File: src/rtl/ucg_pkg.sv
package ucg_pkg;
  typedef enum logic [1:0] {
    ST_EMPTY = 2'd0,
    ST_PEND  = 2'd1,
    ST_ISSUE = 2'd2,
    ST_WAIT  = 2'd3
  } ucg_state_e;
endpackage

File: src/rtl/ucg_merge_chk.sv
module ucg_merge_chk #(
  parameter int LW = 28,
  parameter int LB = 16
) (
  input  logic          pend_valid,
  input  logic [LW-1:0] pend_line,
  input  logic [LB-1:0] pend_be,
  input  logic          pend_load,
  input  logic          pend_guarded,
  input  logic [LW-1:0] req_line,
  input  logic [LB-1:0] req_be,
  input  logic          req_load,
  input  logic          req_guarded,
  output logic          can_merge
);
  logic same_line, disjoint, same_dir, same_attr;

  always_comb begin
    same_line = (pend_line == req_line);
    disjoint  = ((pend_be & req_be) == '0);
    same_dir  = (pend_load == req_load);
    same_attr = (pend_guarded == req_guarded);
    can_merge = pend_valid && same_line && disjoint && same_dir && same_attr;
  end
endmodule

File: src/rtl/ucg_idle_timer.sv
module ucg_idle_timer #(
  parameter int TW = 4
) (
  input  logic          clk,
  input  logic          rst_n,
  input  logic          run,
  input  logic          restart,
  input  logic [TW-1:0] limit,
  output logic          expire
);
  logic [TW-1:0] cnt_q;
  logic [TW-1:0] lim_eff;

  always_comb begin
    lim_eff = (limit == '0) ? TW'(1) : limit;
    expire  = run && !restart && (({1'b0, cnt_q} + 1'b1) >= {1'b0, lim_eff});
  end

  always_ff @(posedge clk) begin
    if (!rst_n || restart || !run || expire) cnt_q <= '0;
    else                                     cnt_q <= cnt_q + 1'b1;
  end

  AST_TIMER_BOUND: assert property (@(posedge clk) disable iff (!rst_n)
    run |-> (cnt_q < lim_eff));
endmodule

File: src/rtl/ucg_barrier_ctl.sv
module ucg_barrier_ctl
  import ucg_pkg::*;
(
  input  logic       bar_valid,
  input  logic       bar_full,
  input  ucg_state_e st,
  input  logic       pend_guarded,
  output logic       bar_ack,
  output logic       bar_flush
);
  logic must_drain;

  always_comb begin
    must_drain = bar_full || pend_guarded;
    bar_ack    = bar_valid && ((st == ST_EMPTY) || (!must_drain && st == ST_PEND));
    bar_flush  = bar_valid && must_drain && (st == ST_PEND);
  end
endmodule

File: src/rtl/ucg_gather_buf.sv
module ucg_gather_buf
  import ucg_pkg::*;
#(
  parameter int AW         = 32,
  parameter int LINE_BYTES = 16,
  parameter int TW         = 4
) (
  input  logic                    clk,
  input  logic                    rst_n,
  input  logic [TW-1:0]           idle_limit,
  input  logic                    req_valid,
  output logic                    req_ready,
  input  logic                    req_load,
  input  logic [AW-1:0]           req_addr,
  input  logic [LINE_BYTES-1:0]   req_be,
  input  logic [LINE_BYTES*8-1:0] req_wdata,
  input  logic                    req_guarded,
  input  logic                    bar_valid,
  input  logic                    bar_full,
  output logic                    bar_ack,
  output logic                    bus_valid,
  input  logic                    bus_ready,
  output logic                    bus_load,
  output logic [AW-1:0]           bus_addr,
  output logic [LINE_BYTES-1:0]   bus_be,
  output logic [LINE_BYTES*8-1:0] bus_wdata,
  input  logic                    rsp_valid,
  input  logic [LINE_BYTES*8-1:0] rsp_rdata,
  output logic                    ld_valid,
  output logic [LINE_BYTES-1:0]   ld_be,
  output logic [LINE_BYTES*8-1:0] ld_data
);
  localparam int LB  = LINE_BYTES;
  localparam int DW  = LB * 8;
  localparam int OFS = $clog2(LB);
  localparam int LW  = AW - OFS;

  ucg_state_e    st_q, st_d;
  logic [LW-1:0] line_q;
  logic [LB-1:0] be_q, be_d;
  logic [DW-1:0] data_q, data_d;
  logic          load_q, guarded_q;

  logic [LW-1:0] req_line;
  logic          addr_ofs_unused;
  logic          can_merge, accept, expire, bar_flush, clr, start;

  assign req_line        = req_addr[AW-1:OFS];
  assign addr_ofs_unused = ^req_addr[OFS-1:0];

  ucg_merge_chk #(.LW(LW), .LB(LB)) u_merge (
    .pend_valid  (st_q == ST_PEND),
    .pend_line   (line_q),
    .pend_be     (be_q),
    .pend_load   (load_q),
    .pend_guarded(guarded_q),
    .req_line    (req_line),
    .req_be      (req_be),
    .req_load    (req_load),
    .req_guarded (req_guarded),
    .can_merge   (can_merge)
  );

  ucg_idle_timer #(.TW(TW)) u_timer (
    .clk    (clk),
    .rst_n  (rst_n),
    .run    (st_q == ST_PEND),
    .restart(accept),
    .limit  (idle_limit),
    .expire (expire)
  );

  ucg_barrier_ctl u_bar (
    .bar_valid   (bar_valid),
    .bar_full    (bar_full),
    .st          (st_q),
    .pend_guarded(guarded_q),
    .bar_ack     (bar_ack),
    .bar_flush   (bar_flush)
  );

  always_comb begin
    req_ready = !bar_valid && ((st_q == ST_EMPTY) || can_merge);
    accept    = req_valid && req_ready;
    start     = accept && (st_q == ST_EMPTY);
    clr       = (st_q == ST_WAIT) && rsp_valid;
  end

  always_comb begin
    st_d = st_q;
    unique case (st_q)
      ST_EMPTY: if (accept) st_d = ST_PEND;
      ST_PEND: begin
        if (!accept && ((req_valid && !can_merge) || bar_flush || expire))
          st_d = ST_ISSUE;
      end
      ST_ISSUE: if (bus_ready) st_d = ST_WAIT;
      ST_WAIT:  if (rsp_valid) st_d = ST_EMPTY;
      default:  st_d = ST_EMPTY;
    endcase
  end

  always_comb begin
    if (clr)         be_d = '0;
    else if (start)  be_d = req_be;
    else if (accept) be_d = be_q | req_be;
    else             be_d = be_q;
  end

  for (genvar i = 0; i < LB; i++) begin : g_lane
    assign data_d[i*8 +: 8] =
      clr                  ? 8'h00 :
      (accept && req_be[i]) ? req_wdata[i*8 +: 8] :
      start                ? 8'h00 :
                             data_q[i*8 +: 8];
  end

  always_ff @(posedge clk) begin
    if (!rst_n) begin
      st_q      <= ST_EMPTY;
      be_q      <= '0;
      data_q    <= '0;
      line_q    <= '0;
      load_q    <= 1'b0;
      guarded_q <= 1'b0;
    end else begin
      st_q   <= st_d;
      be_q   <= be_d;
      data_q <= data_d;
      if (start) begin
        line_q    <= req_line;
        load_q    <= req_load;
        guarded_q <= req_guarded;
      end
    end
  end

  always_comb begin
    bus_valid = (st_q == ST_ISSUE);
    bus_load  = load_q;
    bus_addr  = {line_q, {OFS{1'b0}}};
    bus_be    = be_q;
    bus_wdata = data_q;
    ld_valid  = clr && load_q;
    ld_be     = be_q;
    ld_data   = rsp_rdata;
  end

  AST_BUS_HOLD: assert property (@(posedge clk) disable iff (!rst_n)
    (bus_valid && !bus_ready) |=> (bus_valid && $stable(bus_addr) && $stable(bus_be)
                                   && $stable(bus_wdata)));
  AST_ONE_OUTSTANDING: assert property (@(posedge clk) disable iff (!rst_n)
    (bus_valid && bus_ready) |=> !bus_valid);
  AST_MERGE_DISJOINT: assert property (@(posedge clk) disable iff (!rst_n)
    (accept && st_q == ST_PEND) |=>
      ($countones(be_q) == $past($countones(be_q)) + $past($countones(req_be))));
  AST_FULL_BAR_QUIET: assert property (@(posedge clk) disable iff (!rst_n)
    (bar_ack && bar_full) |-> (st_q == ST_EMPTY));
  AST_FULL_BAR_FLUSH: assert property (@(posedge clk) disable iff (!rst_n)
    (bar_valid && bar_full && st_q == ST_PEND) |=> (st_q == ST_ISSUE));
  AST_BAR_BLOCKS_REQ: assert property (@(posedge clk) disable iff (!rst_n)
    (bar_valid && st_q == ST_PEND) |=> (be_q == $past(be_q) || st_q != ST_PEND));
  AST_BE_NOT_EMPTY: assert property (@(posedge clk) disable iff (!rst_n)
    bus_valid |-> (bus_be != '0));
endmodule

File: config.mk
export PLATFORM = sky130hd
export DESIGN_NAME = ucg_gather_buf
export DESIGN_NICKNAME = d
export VERILOG_FILES = /design/src/rtl/ucg_pkg.sv /design/src/rtl/ucg_merge_chk.sv /design/src/rtl/ucg_idle_timer.sv /design/src/rtl/ucg_barrier_ctl.sv /design/src/rtl/ucg_gather_buf.sv
export SDC_FILE = /design/constraint.sdc
export NUM_CORES = 1
export LEC_CHECK = 0
export CORE_AREA = 4 4 244 246
export CTS_BUF_LIST = sky130_fd_sc_hd__clkbuf_8 sky130_fd_sc_hd__clkbuf_16
export CTS_CLUSTER_SIZE = 8
export DETAILED_ROUTE_END_ITERATION = 7
export DIE_AREA = 0 0 248 250
export GPL_ROUTABILITY_DRIVEN = 0
export SYNTH_ARGS = -nofsm -noshare
export SYNTH_HDL_FRONTEND = slang
export SYNTH_HIERARCHICAL = 1
export SYNTH_SLANG_ARGS = --single-unit
File: constraint.sdc
create_clock -name clk -period 4 [get_ports clk]
set_clock_uncertainty 0.2 [all_clocks]
set_input_delay 1 -clock clk [delete_from_list [all_inputs] [get_ports clk]]
set_output_delay 1 -clock clk [all_outputs]
set_load 0.01 [all_outputs]
==> results.cfg, run 1 <==
[routing]
routed_wirelength_microns = 35700
dr.pass1.iters = 5
drc = 0
detail_route.iter0.violations = 329
via_count_of_the_routed_design = 8450
via_per_inst = 4.09
drtAntennaViolNets = 0
avg_wl_per_cell_microns = 17.3

[die]
dieWidth_microns = 248
die_area_sq_um = 62000
effective_utilization_at_floorplan_pct = 14.8
core_region_area_sq_um = 57400
floorplan.rows = 88
chipHeight_microns = 250
top_level_ports = 642

[cells_and_area]
layout.cells.non_filler = 2064
layout.cells.most_common = sky130_fd_sc_hd__clkdlybuf4s50_1
area.growth.synth_to_final_pct = 54.4
nNetsFinal = 1612
final_layout_size_suffix_gt1_share_pct = 10.1
fillers = 6249
mostFrequentLayoutCells = 345 x sky130_fd_sc_hd__clkdlybuf4s50_1, 273 x sky130_fd_sc_hd__nand3_1, 180 x sky130_fd_sc_hd__dfxtp_1

[sta]
fmaxAchievable_mhz = 255
timing_worst_slew_pin_value_ns = 0.610
slew_headroom_pct = 59.4
finalHoldViolCount = 0
finalHoldWorstSlack_ns = 0.266
slew_viol_final = 0
fin_crit_ns = 3.93
post-route-period-util_pct = 98.2
timing.final.setup_violations = 0
setup_total_negative_slack_ns = 0
setup_repair_after_global_routing_missed_its_margin = no

[worst_setup_path]
reg2regPathDepth = 12
cp_max_fo = 2
reg2reg_slack_ns = 0.47
worstPathRequired_ns = 2.80
crit_chain = clkdlybuf4s50_1 -> xor2_1 -> nor4_1 -> buf_4 -> nand4_1 -> nor4_4 -> or2_4 -> nor2b_4 -> buf_6
setup.worst_path.start_class = input pin
cpPeakStageDelay_ns = 0.44
end_kind = output port
regToRegStartpoint = bus_be[6]
timing.critical_path.arrival_ns = 2.73
crit-reg2reg-capture = bus_wdata[13]
crit_path_top_delay_cell = sky130_fd_sc_hd__clkdlybuf4s50_1
critPathKind = input pin to output port

[grt]
grt.overflow.total = 0
grtUsageTotal_pct = 11.2
grt_max_degree = 69
first_global_vias = 8549
antenna_found_initial = 1
global_route_wire_length_before_repair_microns = 51900

[synthesis]
mappedNetlistArea_sq_um = 8460
synth_top_family_by_area = simple AND/OR/NAND/NOR gates
synth_top_flop_cell = sky130_fd_sc_hd__dfxtp_1
yosys.area_share.adder_pct = 1.48
yosys.area_share.xor_xnor_pct = 3.21
yosysUniqueCellTypes = 40
ys_async_sr_fraction_pct = 0
synth-edff-count = 0
synth_top_cell_by_area = sky130_fd_sc_hd__dfxtp_1
yosysWarningCount = 6
synth_area_per_cell_sq_um = 8.16
synth_largest_type_area_fraction_pct = 42.6
seq_area_frac_synth_pct = 42.6
synth_compound_area_share_pct = 13.0
netlist_top_cells_area = sky130_fd_sc_hd__dfxtp_1 43%, sky130_fd_sc_hd__nand3_1 16%, sky130_fd_sc_hd__buf_4 13%
synth_seq_cells = 180
post_synth_mux_area_share_pct = 0.237
synthCells = 1037
synth-simple-area-share_pct = 22.1

[clock_tree]
insertion_delay_ns = 0.47
tritoncts = built
cts.htree.levels = 4
tritoncts.num_buffers = 17
cts.reportedPaths.clkPinSlew_ns = 0.07
cts.root.buffer_cell = sky130_fd_sc_hd__clkbuf_16
buffer_levels_on_the_longest_clock_path = 2
clock_sinks = 180

[hold_path]
min-delay-path-class = flip-flop to flip-flop
min_from = bus_wdata[38]
hold_worst_path_end = bus_wdata[38]
timing.hold.worst_path_depth = 2

[outcome]
outcome = complete, no violations

[placed_design]
dp_hpwl_microns = 27000
dp_cells = 2030
port_buffers = 377

[power_and_ir_drop]
fin_total_pwr_mw = 5.43
power.ir.vdd_worst_uv = 320
power_density_nw_per_um2 = 416
cellLeakagePower_nw = 4.48

[job]
max_cap_violations = 0
==> sequential cells by signal, summed over array words and instances (netlist names) <==
name and flops:
bus_be 16, bus_load 1, bus_wdata 128, guarded_q 1, line_q 28, st_q 2, u_timer/cnt_q 4
==> cell usage after synthesis, drive strengths merged (2+ instances only) <==
cell / n
a22o: 2
nand2: 84
o21ai: 4
dfxtp: 180
a21boi: 30
nor4: 7
nor3: 3
ha: 10
nand4: 3
and2: 3
mux2i: 2
a221o: 2
nor2: 3
a21oi: 144
clkbuf: 39
a22oi: 3
inv: 10
buf: 184
nand3: 274
xor2: 30
nor2b: 5
==> worst max-delay path: cells and delay by family <==
family | cells | cell delay, ns
AND/OR/NAND/NOR | 5 | 0.83
XOR/XNOR | 1 | 0.17
buffers and inverters | 3 | 0.72
==> metrics by stage <==
stage	utilization [%]	area, sq um	setup WS [ns]
2_1_floorplan	-	8480	0.176
3_3_place_gp	21.6	12400	-0.715
3_5_place_dp	21.6	12400	-0.718
4_1_cts	22.7	13000	0.00349
5_1_grt	22.8	13100	0.000576
6_report	22.8	13100	0.0737
==> routing by layer <==
metal	vias up	part of all wire, %	track usage (%)
li1	3925	-	-
met2	393	48	18.3
met5	-	0	0
met3	111	8.1	3.55
met4	0	5.2	7.22
met1	4021	39	12.4
==> layout make-up <==
class	count	area (sq um)	share of cell area, %
Multi-Input combinational cell	627	3520	26.9
Antenna cell	1	2.50	0.0192
Tap cell	765	957	7.33
Sequential cell	180	3600	27.6
Clock buffer	18	439	3.36
Clock inverter	14	150	1.15
Timing Repair Buffer	449	4360	33.3
Inverter	10	37.5	0.287
==> logic make-up after synthesis <==
logic type | Yosys count
mux | 2
xor+xnor | 31
compound gates | 193
buf+inv | 233
other cells | 1
flops | 180
fa+ha+maj | 10
simple gates | 387
==> power by group <==
| part | switching (mW) | total [mW] | internal, mW |
|---|---|---|---|
| Sequential | 0.123 | 2.06 | 1.94 |
| Combinational | 0.856 | 1.62 | 0.763 |
| Clock | 0.805 | 1.75 | 0.944 |
| Total | 1.78 | 5.43 | 3.65 |
==> worst max-delay path by stage <==
stage            startpoint         to  slack [ns]  cells past startpoint
2_1_floorplan  req_addr[28]  req_ready        0.18                      8
5_1_grt        req_addr[12]  req_ready      0.0006                      8
3_5_place_dp   req_addr[28]  req_ready       -0.72                      9
6_report       req_addr[17]  req_ready        0.07                      9
4_1_cts         req_addr[6]  req_ready       0.003                      9
3_3_place_gp   req_addr[28]  req_ready       -0.71                      9
==> timing repair <==
action                     CTS  global route
pin swaps                   17            11
setup endpoints to repair    3             1
hold buffers                 0             0
gates resized for setup     51            14
setup buffers                0             1
No activity file was read; power rests on OpenSTA's default activity.
==> run 2: changes to the inputs <==
--- a/config.mk
+++ b/config.mk
@@ -11,6 +11,7 @@
 export DETAILED_ROUTE_END_ITERATION = 7
 export DIE_AREA = 0 0 248 250
 export GPL_ROUTABILITY_DRIVEN = 0
+export RECOVER_POWER = 25
 export SYNTH_ARGS = -nofsm -noshare
 export SYNTH_HDL_FRONTEND = slang
 export SYNTH_HIERARCHICAL = 1
==> results of run 2 <==
Same layout as run 1: the final DEF is identical, and so are final timing and power.
